===== src/rtl/slip_burst_pkg.sv =====
package slip_burst_pkg;
  // number of slips one accepted event stands for
  function automatic int unsigned burst_len(input logic multi_en, input int unsigned count);
    return multi_en ? count : 1;
  endfunction

  // repeat mode with nothing to repeat is rejected
  function automatic logic cfg_bad(input logic multi_en, input int unsigned count);
    return multi_en && (count == 0);
  endfunction
endpackage


===== src/rtl/slip_evt_merge.sv =====
module slip_evt_merge #(
  parameter int NSRC = 4,
  parameter logic [NSRC-1:0] AUTO_MASK = 4'b1100
) (
  input  logic [NSRC-1:0] ev,
  input  logic            multi_en,
  output logic            evt_any
);
  logic [NSRC-1:0] gated;
  for (genvar i = 0; i < NSRC; i++) begin : g_src
    if (AUTO_MASK[i]) begin : g_auto
      assign gated[i] = ev[i] & multi_en;
    end else begin : g_plain
      assign gated[i] = ev[i];
    end
  end
  assign evt_any = |gated;
endmodule


===== src/rtl/slip_burst_cnt.sv =====
module slip_burst_cnt #(
  parameter int CNT_W = 12
) (
  input  logic             clk,
  input  logic             rst,
  input  logic             load,
  input  logic [CNT_W-1:0] len,
  input  logic             ack,
  output logic [CNT_W-1:0] rem,
  output logic             busy,
  output logic             hs,
  output logic             fin
);
  localparam logic [CNT_W-1:0] ONE = CNT_W'(1);
  assign busy = (rem != '0);
  assign hs   = busy && ack;
  assign fin  = hs && (rem == ONE);

  always_ff @(posedge clk) begin
    if (rst)       rem <= '0;
    else if (load) rem <= len;
    else if (hs)   rem <= rem - ONE;
  end
endmodule


===== src/rtl/slip_req_queue.sv =====
module slip_req_queue (
  input  logic clk,
  input  logic rst,
  input  logic evt,
  input  logic busy,
  output logic launch,
  output logic pend,
  output logic pend_nx,
  output logic ovf
);
  logic ovf_set;
  always_comb begin
    launch  = 1'b0;
    pend_nx = pend;
    ovf_set = 1'b0;
    if (!busy) begin
      if (pend) begin
        launch  = 1'b1;
        pend_nx = evt;
      end else if (evt) begin
        launch  = 1'b1;
      end
    end else if (evt) begin
      if (pend) ovf_set = 1'b1;
      else      pend_nx = 1'b1;
    end
  end

  always_ff @(posedge clk) begin
    if (rst) begin
      pend <= 1'b0;
      ovf  <= 1'b0;
    end else begin
      pend <= pend_nx;
      if (ovf_set) ovf <= 1'b1;
    end
  end
endmodule


===== src/rtl/phase_slip_burst.sv =====
module phase_slip_burst
  import slip_burst_pkg::*;
#(
  parameter int CNT_W = 12
) (
  input  logic             clk,
  input  logic             rst,
  input  logic             cfg_multi_en,
  input  logic [CNT_W-1:0] cfg_count,
  input  logic             ev_gpi,
  input  logic             ev_reg,
  input  logic             ev_sync,
  input  logic             ev_pgen,
  input  logic             slip_ack,
  output logic             slip_req,
  output logic             done,
  output logic             cfg_err,
  output logic             ovf
);
  localparam int NSRC = 4;

  logic             evt_any, evt_ok, load, busy, hs, fin, pend, pend_nx, busy_nx;
  logic [CNT_W-1:0] len, rem;

  slip_evt_merge #(.NSRC(NSRC), .AUTO_MASK(4'b1100)) u_merge (
    .ev({ev_pgen, ev_sync, ev_reg, ev_gpi}),
    .multi_en(cfg_multi_en),
    .evt_any(evt_any)
  );

  assign cfg_err = cfg_bad(cfg_multi_en, int'(cfg_count));
  assign evt_ok  = evt_any && !cfg_err;
  assign len     = CNT_W'(burst_len(cfg_multi_en, int'(cfg_count)));

  slip_req_queue u_queue (
    .clk(clk), .rst(rst), .evt(evt_ok), .busy(busy),
    .launch(load), .pend(pend), .pend_nx(pend_nx), .ovf(ovf)
  );

  slip_burst_cnt #(.CNT_W(CNT_W)) u_cnt (
    .clk(clk), .rst(rst), .load(load), .len(len), .ack(slip_ack),
    .rem(rem), .busy(busy), .hs(hs), .fin(fin)
  );

  assign slip_req = busy;
  assign busy_nx  = load ? (len != '0) : (busy && !fin);

  always_ff @(posedge clk) begin
    if (rst) done <= 1'b1;
    else     done <= !busy_nx && !pend_nx;
  end
endmodule


===== config.mk =====
export PLATFORM = sky130hd
export DESIGN_NAME = phase_slip_burst
export DESIGN_NICKNAME = d
export VERILOG_FILES = /design/src/rtl/slip_burst_pkg.sv /design/src/rtl/slip_evt_merge.sv /design/src/rtl/slip_burst_cnt.sv /design/src/rtl/slip_req_queue.sv /design/src/rtl/phase_slip_burst.sv
export SDC_FILE = /design/constraint.sdc
export NUM_CORES = 1
export LEC_CHECK = 0
export ABC_AREA = 1
export BUFFER_PORTS_ARGS = -buffer_cell sky130_fd_sc_hd__buf_4
export CAP_MARGIN = 10
export CORE_MARGIN = 2
export CORE_UTILIZATION = 30
export DETAILED_ROUTE_END_ITERATION = 12
export MAX_ROUTING_LAYER = met4
export PLACE_DENSITY_LB_ADDON = 0.3
export SLEW_MARGIN = 20
export SYNTH_ARGS = -nofsm -noshare
export SYNTH_HDL_FRONTEND = slang
export SYNTH_SLANG_ARGS = --single-unit

===== constraint.sdc =====
create_clock -name clk -period 2.9 [get_ports clk]
set_input_delay 0.725 -clock clk [delete_from_list [all_inputs] [get_ports clk]]
set_output_delay 0.725 -clock clk [all_outputs]
set_load 0.01 [all_outputs]

==> metrics.md <==
| Metric | Value |
|---|---|
| # diodes | 0 |
| Layout Area Growth over Synthesis | 19.0% |
| Horizontal die dimension | between 60 and 70 um |
| Most instantiated library cell after synthesis | sky130_fd_sc_hd__nand2_1 |
| Reg2Reg Setup Slack | 1.13 ns |
| Delay of the slowest cell on the worst path | around 0.34 ns |
| Clock sink count | 15 |
| Family with the most delay on the worst path | simple AND/OR/NAND/NOR gates |
| Wire length after detailed routing | about 3.1 mm |
| Clk Latency, worst-skew pair | approximately 0.26 ns |
| Required @ worst endpoint | about 2.2 ns |
| Initial core utilization | 0.314 |
| Worst rel slew slack | 0.795 |
| CTS Root Buffer Type | sky130_fd_sc_hd__clkbuf_8 |
| Worst IR Drop VDD | 0.495 mV |
| Pre-antenna DRT Iters | 4 |
| Buffers added on ports | 23 |
| Arrival time reported for the critical path endpoint | around 1.5 ns |
| Layout net count | 248 |
| Crit path cell chain | inv_1 > ha_1 > nand4_2 > nor2_8 > inv_4 > buf_4 |
| Die H | approximately 70 um |
| Grt total ovfl | 0 |
| Instance count after placement with tap cells included | 270 |
| Final TNS setup | 0 ns |
| Maximum level of the CTS H-tree | 1 |
| Post-detail-place hpwl | 2.48 mm |
| Type of the most critical hold path | reg -> reg |
| Comb power frac | 0.663 |
| Number of violations of the max-capacitance limit | 0 |
| Via count | roughly 1300 |
| Setup Buffers After CTS | 0 |
| Syn Inst Count | 202 |
| Post-Syn Nets | around 230 |
| Total leakage power | 0.748 nW |
| Cts hold-fix bufs | 0 |
| Reg-to-reg critical path endpoint | u_cnt.rem[6]$_SDFFE_PP0P_ |
| Total power consumption of the routed design | around 1.6 mW |
| Remaining antenna violation count | 0 |
| Largest net degree at the start of global routing | 16 |
| Combined area of all synthesized cells | between 1000 and 1500 sq um |
| Post-synthesis area per instance | 6.26 sq um |
| Source of the worst hold timing path | u_queue.ovf$_SDFFE_PP0P_ |
| Total of warnings raised by yosys | 0 |
| Clock-pin slew reported for the worst setup and hold paths after clock tree synthesis | around 0.060 ns |
| Crit-path max FO | 9 |
| Number of vias per cell after detailed routing | about 4.6 |
| Antenna violations before repair | 0 |
| Post-synth top flop | sky130_fd_sc_hd__dfxtp_1 |
| GRT Util Overall | 0.157 |
| Clock Tree Buf Depth | 2 |
| Cell type with the largest total area after synthesis | sky130_fd_sc_hd__dfxtp_1 |
| Fin cells | roughly 270 |
| Beginning of the worst register-to-register path | u_cnt.rem[0]$_SDFFE_PP0P_ |
| Number of synthesized flops with an enable pin | 0 |
| Net load switching power | approximately 0.85 mW |
| IO Pins | 24 |
| Buffer and inverter count on the worst path | 3 |
| Final Util | 0.373 |
| Detailed-route DRC error count | 0 |
| Status | finished clean |
| Most area-consuming cells after synthesis | sky130_fd_sc_hd__dfxtp_1 24%, sky130_fd_sc_hd__nand2_1 16%, sky130_fd_sc_hd__nor2_1 9.8%, sky130_fd_sc_hd__inv_1 6.8%, sky130_fd_sc_hd__nand3_1 5.9% |
| Crit share post-route | 0.769 |
| FMAX | 449 MHz |
| Final weighted congestion in routability-driven placement | 0.861 |
| End point of the worst hold path | u_queue.ovf$_SDFFE_PP0P_ |
| Cell variety after synth | 29 |
| Final setup fails | 0 |
| Share of post-route cells with drive strength above 1 | 0.205 |
| Worst clock skew on the final layout | 0.00564 ns |
| Die ar. | around 4700 sq um |
| Number of pins exceeding their max-slew limit in the final report | 0 |
| Initial DRC count | between 80 and 90 |
| CP max-delay cell | sky130_fd_sc_hd__dfxtp_1 |
| Final Hold Violating Endpoints | 0 |
| Critical path startpoint category | flip-flop |
| Fraction of registers with async set or reset after synthesis | 0 |
| TritonCTS clock tree | built |
| Worst hold path cell count | 2 |
| Fraction of power spent switching nets | 0.519 |
| Internal portion of total power | ~0.79 mW |
| Logic depth of the worst register-to-register path | 10 |
| WL/cell | 11.4 um |
| Clock network fraction of design power | 0.108 |
| Type of element capturing the critical path | output port |
| Resize count post-CTS | 0 |
| Inserted Clock Buffers | 3 |
| Worst-Margin Slew | about 0.3 ns |
| Vias in the first global route | 1190 |
| Core outline area | 4030 sq um |
| Final worst path period need | between 2 and 2.5 ns |
| Critical path class | reg -> out |
| Number of rows in the core area | 23 |
| Share of the synthesized area in the top cell type | 0.238 |
| First-pass GRT wire length | roughly 5.5 mm |
| Synthesized flop and latch total | 15 |
| Areal power density over the cells | 1090 nW/um^2 |
| Top cell types by occurrence after synthesis | 54 x sky130_fd_sc_hd__nand2_1, 33 x sky130_fd_sc_hd__nor2_1, 23 x sky130_fd_sc_hd__inv_1 |
| RSZ-0062 raised after global routing | false |
| Part of the power in registers | 0.229 |
| Post-synthesis sequential area ratio | 0.238 |
==> area by class of cell <==
type,count,area [sq um]
fill,460,2520
clock buffer,3,41.3
multi-input combinational,158,830
inverter,24,92.6
clock inverter,1,5.00
timing repair buffer,23,173
tap,50,62.6
sequential,15,300
==> power by group through the flow <==
| stage | Combinational (mW) | Clock [mW] | Sequential, mW |
|---|---|---|---|
| floorplan | 0.908 | 0 | 0.360 |
| global placement | 1.09 | 0 | 0.381 |
| detailed placement | 1.09 | 0 | 0.380 |
| CTS | 1.10 | 0.185 | 0.377 |
| global route | 1.26 | 0.192 | 0.386 |
| finish | 1.09 | 0.178 | 0.376 |
==> placed cells by master (no fill, tap or decap) <==
cell type and count:
sky130_fd_sc_hd__o21ai_2 2, sky130_fd_sc_hd__xor2_1 5, sky130_fd_sc_hd__inv_1 23, sky130_fd_sc_hd__a21oi_2 2, sky130_fd_sc_hd__xnor2_1 1, sky130_fd_sc_hd__nand3_4 1, sky130_fd_sc_hd__buf_4 23, sky130_fd_sc_hd__inv_4 1
sky130_fd_sc_hd__nor2_4 1, sky130_fd_sc_hd__dfxtp_1 15, sky130_fd_sc_hd__a21boi_0 1, sky130_fd_sc_hd__o21ai_0 8, sky130_fd_sc_hd__nand2_1 54, sky130_fd_sc_hd__nand2_2 6, sky130_fd_sc_hd__nor3_1 2, sky130_fd_sc_hd__clkbuf_8 3
sky130_fd_sc_hd__a21oi_1 7, sky130_fd_sc_hd__nor2_1 33, sky130_fd_sc_hd__o21ai_1 1, sky130_fd_sc_hd__nand3_1 15, sky130_fd_sc_hd__nand4_1 2, sky130_fd_sc_hd__nor2_2 3, sky130_fd_sc_hd__a21oi_4 1, sky130_fd_sc_hd__nand4_2 1
sky130_fd_sc_hd__or2_0 1, sky130_fd_sc_hd__clkinv_2 1, sky130_fd_sc_hd__ha_1 3, sky130_fd_sc_hd__nor2_8 1, sky130_fd_sc_hd__nand3b_1 7
==> logic make-up after synthesis <==
| logic type | count (synthesis) | synth area share |
|---|---|---|
| compound gates | 22 | 0.110 |
| xor+xnor | 6 | 0.0416 |
| fa+ha+maj | 3 | 0.0297 |
| buf+inv | 29 | 0.106 |
| flops | 15 | 0.238 |
| simple gates | 127 | 0.475 |
==> worst register-to-register path, delay by kind of cell (launching register included) <==
kind / cells / cell delay (ns)
and+or+nand+nor: 6 / 0.59
DFF: 1 / 0.38
adders and majority gates: 1 / 0.25
AOI/OAI and AO/OA: 1 / 0.15
buffers and inverters: 2 / 0.31
==> metal layers <==
layer | vias to the layer above | wire length [um] | GRT usage
met2 | 21 | 1420 | 0.243
met4 | 0 | 15 | 0.0221
met3 | 3 | 94 | 0.0292
met1 | 572 | 1590 | 0.217
li1 | 678 | - | -
met5 | - | 0 | -
==> registers in the layout, summed over array words and instances (netlist names) <==
register	flops
u_cnt.rem	12
done	1
u_queue.ovf	1
u_queue.pend	1
==> per-stage QoR <==
| step | setup WS (ns) | hold slack [ns] | area (sq um) |
|---|---|---|---|
| 2_1_floorplan | 1.05 | 0.461 | 1260 |
| 3_3_place_gp | 0.680 | 0.461 | 1460 |
| 3_5_place_dp | 0.651 | 0.465 | 1460 |
| 4_1_cts | 0.664 | 0.484 | 1500 |
| 5_1_grt | 0.558 | 0.506 | 1500 |
| 6_report | 0.671 | 0.473 | 1500 |
==> worst max path at each step <==
stage | endpoint | from | cells after the start | slack [ns]
final | slip_req | u_cnt.rem[0]$_SDFFE_PP0P_ | 6 | 0.67
after global routing | slip_req | u_cnt.rem[0]$_SDFFE_PP0P_ | 6 | 0.56
after floorplan | cfg_err | cfg_count[2] | 5 | 1.05
after CTS | slip_req | u_cnt.rem[0]$_SDFFE_PP0P_ | 6 | 0.66
after global placement | u_cnt.rem[3]$_SDFFE_PP0P_ | cfg_count[2] | 11 | 0.68
after detailed placement | u_cnt.rem[2]$_SDFFE_PP0P_ | cfg_count[2] | 11 | 0.65
No activity file was read; power rests on OpenSTA's default activity.
